File: src/rtl/prio_intc_pkg.sv
package prio_intc_pkg;
  typedef enum logic [1:0] {
    SENSE_LOW  = 2'b00,
    SENSE_HIGH = 2'b01,
    SENSE_RISE = 2'b10,
    SENSE_FALL = 2'b11
  } sense_e;
endpackage

File: src/rtl/intc_pin_sync.sv
module intc_pin_sync #(
  parameter int W = 4
) (
  input  logic         clk,
  input  logic         rst,
  input  logic [W-1:0] din,
  output logic [W-1:0] lvl,
  output logic [W-1:0] prv
);
  logic [W-1:0] meta_q;

  always_ff @(posedge clk) begin
    if (rst) begin
      meta_q <= '0;
      lvl    <= '0;
      prv    <= '0;
    end else begin
      meta_q <= din;
      lvl    <= meta_q;
      prv    <= lvl;
    end
  end
endmodule

File: src/rtl/intc_ext_sense.sv
module intc_ext_sense
  import prio_intc_pkg::*;
#(
  parameter int N = 4
) (
  input  logic           clk,
  input  logic           rst,
  input  logic [N-1:0]   lvl,
  input  logic [N-1:0]   prv,
  input  logic [2*N-1:0] mode,
  input  logic           clr_we,
  input  logic [N-1:0]   clr_mask,
  output logic [N-1:0]   pend_o,
  output logic [N-1:0]   req_o
);
  logic [N-1:0] pend_q;

  for (genvar i = 0; i < N; i++) begin : g_pin
    sense_e sm;
    logic   edge_hit;

    assign sm = sense_e'(mode[2*i +: 2]);

    always_comb begin
      unique case (sm)
        SENSE_RISE: edge_hit = lvl[i] & ~prv[i];
        SENSE_FALL: edge_hit = ~lvl[i] & prv[i];
        default:    edge_hit = 1'b0;
      endcase
    end

    always_ff @(posedge clk) begin
      if (rst)                        pend_q[i] <= 1'b0;
      else if (edge_hit)              pend_q[i] <= 1'b1;
      else if (clr_we && clr_mask[i]) pend_q[i] <= 1'b0;
    end

    always_comb begin
      unique case (sm)
        SENSE_LOW:  req_o[i] = ~lvl[i];
        SENSE_HIGH: req_o[i] = lvl[i];
        default:    req_o[i] = pend_q[i];
      endcase
    end


    pend_hold_chk: assert property (@(posedge clk) disable iff (rst)
      (pend_q[i] && !(clr_we && clr_mask[i])) |=> pend_q[i]);
  end

  assign pend_o = pend_q;
endmodule

File: src/rtl/intc_arbiter.sv
module intc_arbiter #(
  parameter int NSRC   = 8,
  parameter int PRIO_W = 4,
  parameter int IDX_W  = 4
) (
  input  logic [NSRC-1:0]        req,
  input  logic [NSRC*PRIO_W-1:0] prio,
  output logic                   any,
  output logic [IDX_W-1:0]       win_idx,
  output logic [PRIO_W-1:0]      win_prio
);
  always_comb begin
    any      = 1'b0;
    win_idx  = '0;
    win_prio = '0;
    for (int i = 0; i < NSRC; i++) begin
      if (req[i] && (prio[i*PRIO_W +: PRIO_W] > win_prio)) begin
        any      = 1'b1;
        win_prio = prio[i*PRIO_W +: PRIO_W];
        win_idx  = IDX_W'(i);
      end
    end
  end
endmodule

File: src/rtl/prio_intc.sv
module prio_intc #(
  parameter int N_EXT    = 4,
  parameter int N_PERIPH = 4,
  parameter int PRIO_W   = 4,
  parameter int ADDR_W   = 4,
  parameter int DATA_W   = 16
) (
  input  logic                clk,
  input  logic                rst,
  input  logic                reg_we,
  input  logic [ADDR_W-1:0]   reg_addr,
  input  logic [DATA_W-1:0]   reg_wdata,
  output logic [DATA_W-1:0]   reg_rdata,
  input  logic [N_EXT-1:0]    ext_irq,
  input  logic [N_PERIPH-1:0] periph_irq,
  input  logic                nmi_pin,
  input  logic [PRIO_W-1:0]   cpu_mask,
  input  logic                cpu_ack,
  output logic                cpu_req,
  output logic [PRIO_W-1:0]   cpu_level,
  output logic [3:0]          cpu_code,
  output logic                req_out_n
);
  localparam int NSRC       = N_EXT + N_PERIPH;
  localparam int CODE_W     = 4;
  localparam int PER_WORD   = DATA_W / PRIO_W;
  localparam int PRIO_WORDS = (NSRC + PER_WORD - 1) / PER_WORD;
  localparam int A_MODE     = PRIO_WORDS;
  localparam int A_PEND     = PRIO_WORDS + 1;
  localparam int A_STAT     = PRIO_WORDS + 2;
  localparam int A_VEC      = PRIO_WORDS + 3;
  localparam logic [CODE_W-1:0] NMI_CODE = CODE_W'(NSRC);

  logic [PRIO_WORDS*DATA_W-1:0] prio_q;
  logic [2*N_EXT-1:0]           mode_q;
  logic                         nmi_rise_q, nmi_pend_q;
  logic [CODE_W-1:0]            vec_q;

  logic [N_EXT-1:0] ext_lvl, ext_prv, ext_pend, ext_req;
  logic             nmi_lvl, nmi_prv, nmi_edge, nmi_taken;
  logic             any;
  logic [CODE_W-1:0] win_idx;
  logic [PRIO_W-1:0] win_prio;
  logic             clr_we;

  intc_pin_sync #(.W(N_EXT)) u_ext_sync (
    .clk(clk), .rst(rst), .din(ext_irq), .lvl(ext_lvl), .prv(ext_prv));

  intc_pin_sync #(.W(1)) u_nmi_sync (
    .clk(clk), .rst(rst), .din(nmi_pin), .lvl(nmi_lvl), .prv(nmi_prv));

  assign clr_we = reg_we && (reg_addr == ADDR_W'(A_PEND));

  intc_ext_sense #(.N(N_EXT)) u_sense (
    .clk(clk), .rst(rst), .lvl(ext_lvl), .prv(ext_prv), .mode(mode_q),
    .clr_we(clr_we), .clr_mask(reg_wdata[N_EXT-1:0]),
    .pend_o(ext_pend), .req_o(ext_req));

  intc_arbiter #(.NSRC(NSRC), .PRIO_W(PRIO_W), .IDX_W(CODE_W)) u_arb (
    .req({periph_irq, ext_req}), .prio(prio_q[NSRC*PRIO_W-1:0]),
    .any(any), .win_idx(win_idx), .win_prio(win_prio));

  // configuration registers
  for (genvar k = 0; k < PRIO_WORDS; k++) begin : g_prio
    always_ff @(posedge clk) begin
      if (rst) prio_q[k*DATA_W +: DATA_W] <= '0;
      else if (reg_we && reg_addr == ADDR_W'(k))
        prio_q[k*DATA_W +: DATA_W] <= reg_wdata;
    end
  end

  always_ff @(posedge clk) begin
    if (rst) begin
      mode_q     <= '0;
      nmi_rise_q <= 1'b0;
    end else if (reg_we) begin
      if (reg_addr == ADDR_W'(A_MODE)) mode_q     <= reg_wdata[2*N_EXT-1:0];
      if (reg_addr == ADDR_W'(A_STAT)) nmi_rise_q <= reg_wdata[1];
    end
  end

  // non-maskable request
  assign nmi_edge  = nmi_rise_q ? (nmi_lvl & ~nmi_prv) : (~nmi_lvl & nmi_prv);
  assign nmi_taken = cpu_ack && cpu_req && (cpu_code == NMI_CODE);

  always_ff @(posedge clk) begin
    if (rst)            nmi_pend_q <= 1'b0;
    else if (nmi_edge)  nmi_pend_q <= 1'b1;
    else if (nmi_taken) nmi_pend_q <= 1'b0;
  end

  // vector latch
  always_ff @(posedge clk) begin
    if (rst)                     vec_q <= '0;
    else if (cpu_ack && cpu_req) vec_q <= cpu_code;
  end

  // registered request outputs
  always_ff @(posedge clk) begin
    if (rst) begin
      cpu_req   <= 1'b0;
      cpu_level <= '0;
      cpu_code  <= '0;
      req_out_n <= 1'b1;
    end else begin
      req_out_n <= ~(nmi_pend_q | any);
      if (nmi_pend_q) begin
        cpu_req   <= 1'b1;
        cpu_level <= '1;
        cpu_code  <= NMI_CODE;
      end else if (any && (win_prio > cpu_mask)) begin
        cpu_req   <= 1'b1;
        cpu_level <= win_prio;
        cpu_code  <= win_idx;
      end else begin
        cpu_req   <= 1'b0;
        cpu_level <= '0;
        cpu_code  <= '0;
      end
    end
  end

  // readback
  always_ff @(posedge clk) begin
    if (rst) begin
      reg_rdata <= '0;
    end else begin
      reg_rdata <= '0;
      for (int k = 0; k < PRIO_WORDS; k++)
        if (reg_addr == ADDR_W'(k)) reg_rdata <= prio_q[k*DATA_W +: DATA_W];
      if (reg_addr == ADDR_W'(A_MODE)) reg_rdata <= DATA_W'(mode_q);
      if (reg_addr == ADDR_W'(A_PEND)) reg_rdata <= DATA_W'(ext_pend);
      if (reg_addr == ADDR_W'(A_STAT)) reg_rdata <= DATA_W'({nmi_pend_q, nmi_rise_q, nmi_lvl});
      if (reg_addr == ADDR_W'(A_VEC))  reg_rdata <= DATA_W'(vec_q);
    end
  end


  nmi_wins_chk: assert property (@(posedge clk) disable iff (rst)
    nmi_pend_q |=> (cpu_req && cpu_code == NMI_CODE && cpu_level == '1));


  mask_gate_chk: assert property (@(posedge clk) disable iff (rst)
    (cpu_req && cpu_code != NMI_CODE) |-> (cpu_level > $past(cpu_mask)));


  req_pin_chk: assert property (@(posedge clk) disable iff (rst)
    nmi_pend_q |=> !req_out_n);


  vec_latch_chk: assert property (@(posedge clk) disable iff (rst)
    (cpu_ack && cpu_req) |=> (vec_q == $past(cpu_code)));
endmodule

File: config.mk
export PLATFORM = sky130hd
export DESIGN_NAME = prio_intc
export DESIGN_NICKNAME = d
export VERILOG_FILES = /design/src/rtl/prio_intc_pkg.sv /design/src/rtl/intc_pin_sync.sv /design/src/rtl/intc_ext_sense.sv /design/src/rtl/intc_arbiter.sv /design/src/rtl/prio_intc.sv
export SDC_FILE = /design/constraint.sdc
export NUM_CORES = 1
export LEC_CHECK = 0
export BUFFER_PORTS_ARGS = -buffer_cell sky130_fd_sc_hd__buf_2
export CAP_MARGIN = 20
export CORE_MARGIN = 5
export CORE_UTILIZATION = 55
export CTS_CLUSTER_DIAMETER = 80
export DETAILED_ROUTE_END_ITERATION = 8
export MAX_ROUTING_LAYER = met4
export PLACE_DENSITY = 0.84
export SYNTH_ARGS = -nofsm -noshare
export SYNTH_HDL_FRONTEND = slang
export SYNTH_SLANG_ARGS = --single-unit
File: constraint.sdc
create_clock -name clk -period 14.1 [get_ports clk]
set_clock_uncertainty 0.05 [all_clocks]
set_input_delay 1.41 -clock clk [delete_from_list [all_inputs] [get_ports clk]]
set_output_delay 1.41 -clock clk [all_outputs]
set_load 0.01 [all_outputs]
==> impl_metrics.json <==
{
  "status": "complete, no violations",
  "min_path_type": "reg -> reg",
  "syn_area_per_cell_um2": 8.02,
  "drive_gt1_share_pct": 17.6,
  "drtIter0Drc": 296,
  "crit_path_start_kind": "register",
  "ys.flop_type": "dfxtp_1",
  "p_comb_share_pct": 16.3,
  "layout_min_cycle_time_ns": 13.51,
  "diodes": 0,
  "drv_slew": 0,
  "clock_latency_ns": 0.37,
  "clk_path_buf_depth": 2,
  "clkPwrFrac_pct": 33.5,
  "cp.arrival_ns": 13.73,
  "grt_max_degree": 48,
  "crit_start": "mode_q[0]$_SDFFE_PP0P_",
  "rows": 34,
  "vias": 4773,
  "ir_worst_vdd_uv": 62.6,
  "tns_ns": 0,
  "max_freq_mhz": 74.0,
  "hold_viol": 0,
  "syn-cell-area_um2": 5010,
  "finish.utilization_pct": 64.3,
  "ys_types": 65,
  "yosys_warnings": 0,
  "syn_inst": 624,
  "ff2ff_path_depth": 64,
  "syn2layout_area_growth_pct": 13.0,
  "die-area_um2": 11100,
  "drc": 0,
  "cp_data_required_time_ns": 14.32,
  "overflow": 0,
  "viasPerCell": 6.00,
  "port_buffers": 62,
  "fillerInstances": 752,
  "cpPeakStageDelay_ns": 0.47,
  "swShare_pct": 30.8,
  "dp_hpwl_mm": 10.1,
  "ctsHoldBuffers": 0,
  "ys_seq_elements": 91,
  "crit_path_end": "cpu_level[0]$_SDFF_PP0_",
  "path_class": "reg -> reg",
  "dieHeight_um": 105,
  "min_period_over_period_pct": 95.8,
  "syn_nets": 689,
  "die_x_um": 105,
  "grt_first_pass_wirelength_mm": 21.9,
  "fin_hold_ws_ns": 0.401,
  "final_common_cell": "nand2_1",
  "design.core.area_um2": 8810,
  "setup-violations-final": 0,
  "rrSetupSlack_ns": 0.59,
  "antenna_found_initial": 0,
  "crit_slowest_cell": "a2111oi_4",
  "synth_edf_count": 0,
  "numCtsBuffers": 9,
  "gr-usage-all-layers_pct": 25.0,
  "rr_startpoint": "mode_q[0]$_SDFFE_PP0P_",
  "tritoncts": "done",
  "first_pass_iters": 5,
  "seqPwrFrac_pct": 50.2,
  "drtAntennaViolNets": 0,
  "routedWlPerCell_um": 17.4,
  "start_util_pct": 56.9,
  "routabilityCongestion": 0.956,
  "reg2reg_to": "cpu_level[0]$_SDFF_PP0_",
  "wl_mm": 13.8,
  "cp-end-kind": "register",
  "seq_area_frac_synth_pct": 36.4,
  "cts_sinks": 91,
  "p_sw_uw": 163,
  "cap_viol_max_count": 0,
  "power.density_nw_per_um2": 93.7,
  "async_flop_share_pct": 0,
  "intPower_uw": 367,
  "grt_pass1_vias": 4547,
  "layout_common_cells": "nand2_1, dfxtp_1, a21oi_1, buf_2, nor2_1",
  "tightestPinTransition_ns": 0.812,
  "cp_max_fo": 11,
  "pin_count": 63,
  "cts.clk_slew.worst_paths_ns": 0.10,
  "crit_top_cell": "ha_1",
  "nets": 747,
  "h-tree-depth": 3,
  "cts-root-buf": "clkbuf_8",
  "slew_headroom_pct": 45.8,
  "p_leak_nw": 2.29
}
## state kept, by name, indices dropped and copies added, names as in the netlist, 4 cells and up
register / cells
prio_q: 32
reg_rdata: 16
mode_q: 8
cpu_code: 4
cpu_level: 4
u_ext_sync.lvl: 4
u_ext_sync.meta_q: 4
u_ext_sync.prv: 4
u_sense.pend_o: 4
vec_q: 4
## through the flow
step / worst slack [ns] / cells / power (mW) / area (um2)
floorplan: 1.38 / 624 / 0.327 / 5010
global placement: 0.684 / 769 / 0.348 / 5360
detailed placement: 0.0676 / 769 / 0.350 / 5360
CTS: 0.334 / 789 / 0.526 / 5580
global route: -0.0873 / 795 / 0.551 / 5660
finish: 0.592 / 795 / 0.530 / 5660
## worst max-delay path: cells and delay by family, from the launching register on
| family | cells | cell delay (ns) |
|---|---|---|
| AOI/OAI and AO/OA | 29 | 6.20 |
| adders and majority gates | 8 | 2.10 |
| and+or+nand+nor | 13 | 1.88 |
| muxes | 5 | 1.46 |
| buffers and inverters | 8 | 1.17 |
| DFF | 1 | 0.36 |
| xor gates and xnor gates | 1 | 0.18 |
## logic make-up (layout without fill, tap and decap cells)
logic type                 after synthesis  in the layout  synth area share [%]
adders and majority gates               28             28                  7.00
AOI/OAI and AO/OA                      155            155                  20.0
DFF                                     91             91                  36.4
muxes                                   35             35                  8.15
and+or+nand+nor                        250            250                  22.8
xor gates and xnor gates                 5              5                 0.875
buffers and inverters                   60            123                  4.80
## what timing repair did
action	4_1_cts	5_1_grt
resized for setup	0	11
pin swaps	1	4
setup buffers	4	6
setup endpoints to repair	1	8
## cells in the mapped netlist (all sizes together), types with 2 or more instances
cell,n,share of area [%]
a21oi,66,6.6
or2,2,0.25
inv,31,2.3
a22oi,5,0.75
nand2b,5,0.62
o211a,3,0.60
nand2,118,8.8
nand4,5,0.62
o21ai,31,3.2
o21bai,4,0.60
nor3,4,0.40
and3,7,0.87
nor2,49,3.7
a21o,7,1.0
a32o,2,0.40
xnor2,2,0.35
nor2b,23,2.9
nand3,20,2.0
or3,2,0.35
a31oi,2,0.25
clkbuf,22,1.6
and2,7,0.92
o21a,8,1.2
xor2,3,0.52
o211ai,6,1.3
ha,28,7.0
a211oi,6,1.0
buf,7,0.82
mux2i,25,5.0
mux4,4,1.8
dfxtp,91,36
mux2,6,1.3
## final cells by class
type | count | area, um2 | share of cell area [%]
inverter | 31 | 116 | 2.06
tap | 108 | 135 | 2.39
timing repair buffer | 76 | 415 | 7.34
clock buffer | 9 | 124 | 2.19
sequential | 91 | 1820 | 32.2
multi-input combinational | 473 | 2980 | 52.6
clock inverter | 7 | 71.3 | 1.26
## worst min path at each step
stage | from | end | slack, ns | depth (start not counted)
finish | u_nmi_sync.meta_q$_SDFF_PP0_ | u_nmi_sync.lvl$_SDFF_PP0_ | 0.40 | 1
global route | u_ext_sync.meta_q[0]$_SDFF_PP0_ | u_ext_sync.lvl[0]$_SDFF_PP0_ | 0.42 | 1
CTS | u_nmi_sync.meta_q$_SDFF_PP0_ | u_nmi_sync.lvl$_SDFF_PP0_ | 0.41 | 1
detailed placement | u_ext_sync.meta_q[3]$_SDFF_PP0_ | u_ext_sync.lvl[3]$_SDFF_PP0_ | 0.38 | 1
global placement | u_ext_sync.meta_q[1]$_SDFF_PP0_ | u_ext_sync.lvl[1]$_SDFF_PP0_ | 0.37 | 1
floorplan | u_ext_sync.meta_q[0]$_SDFF_PP0_ | u_ext_sync.lvl[0]$_SDFF_PP0_ | 0.36 | 1
## power by group through the flow
stage	combinational [mW]	sequential (mW)	clock, mW
3_3_place_gp	0.0754	0.272	0
2_1_floorplan	0.0555	0.272	0
5_1_grt	0.0939	0.267	0.190
4_1_cts	0.0817	0.266	0.178
3_5_place_dp	0.0781	0.272	0
6_report	0.0863	0.267	0.178
## per-layer routing
metal	global-route usage (%)	routed length, um
met5	-	0
met4	6.75	269
met3	4.58	1080
met2	42.2	6750
met1	30.7	5700
(Power assumes the default switching activity.)
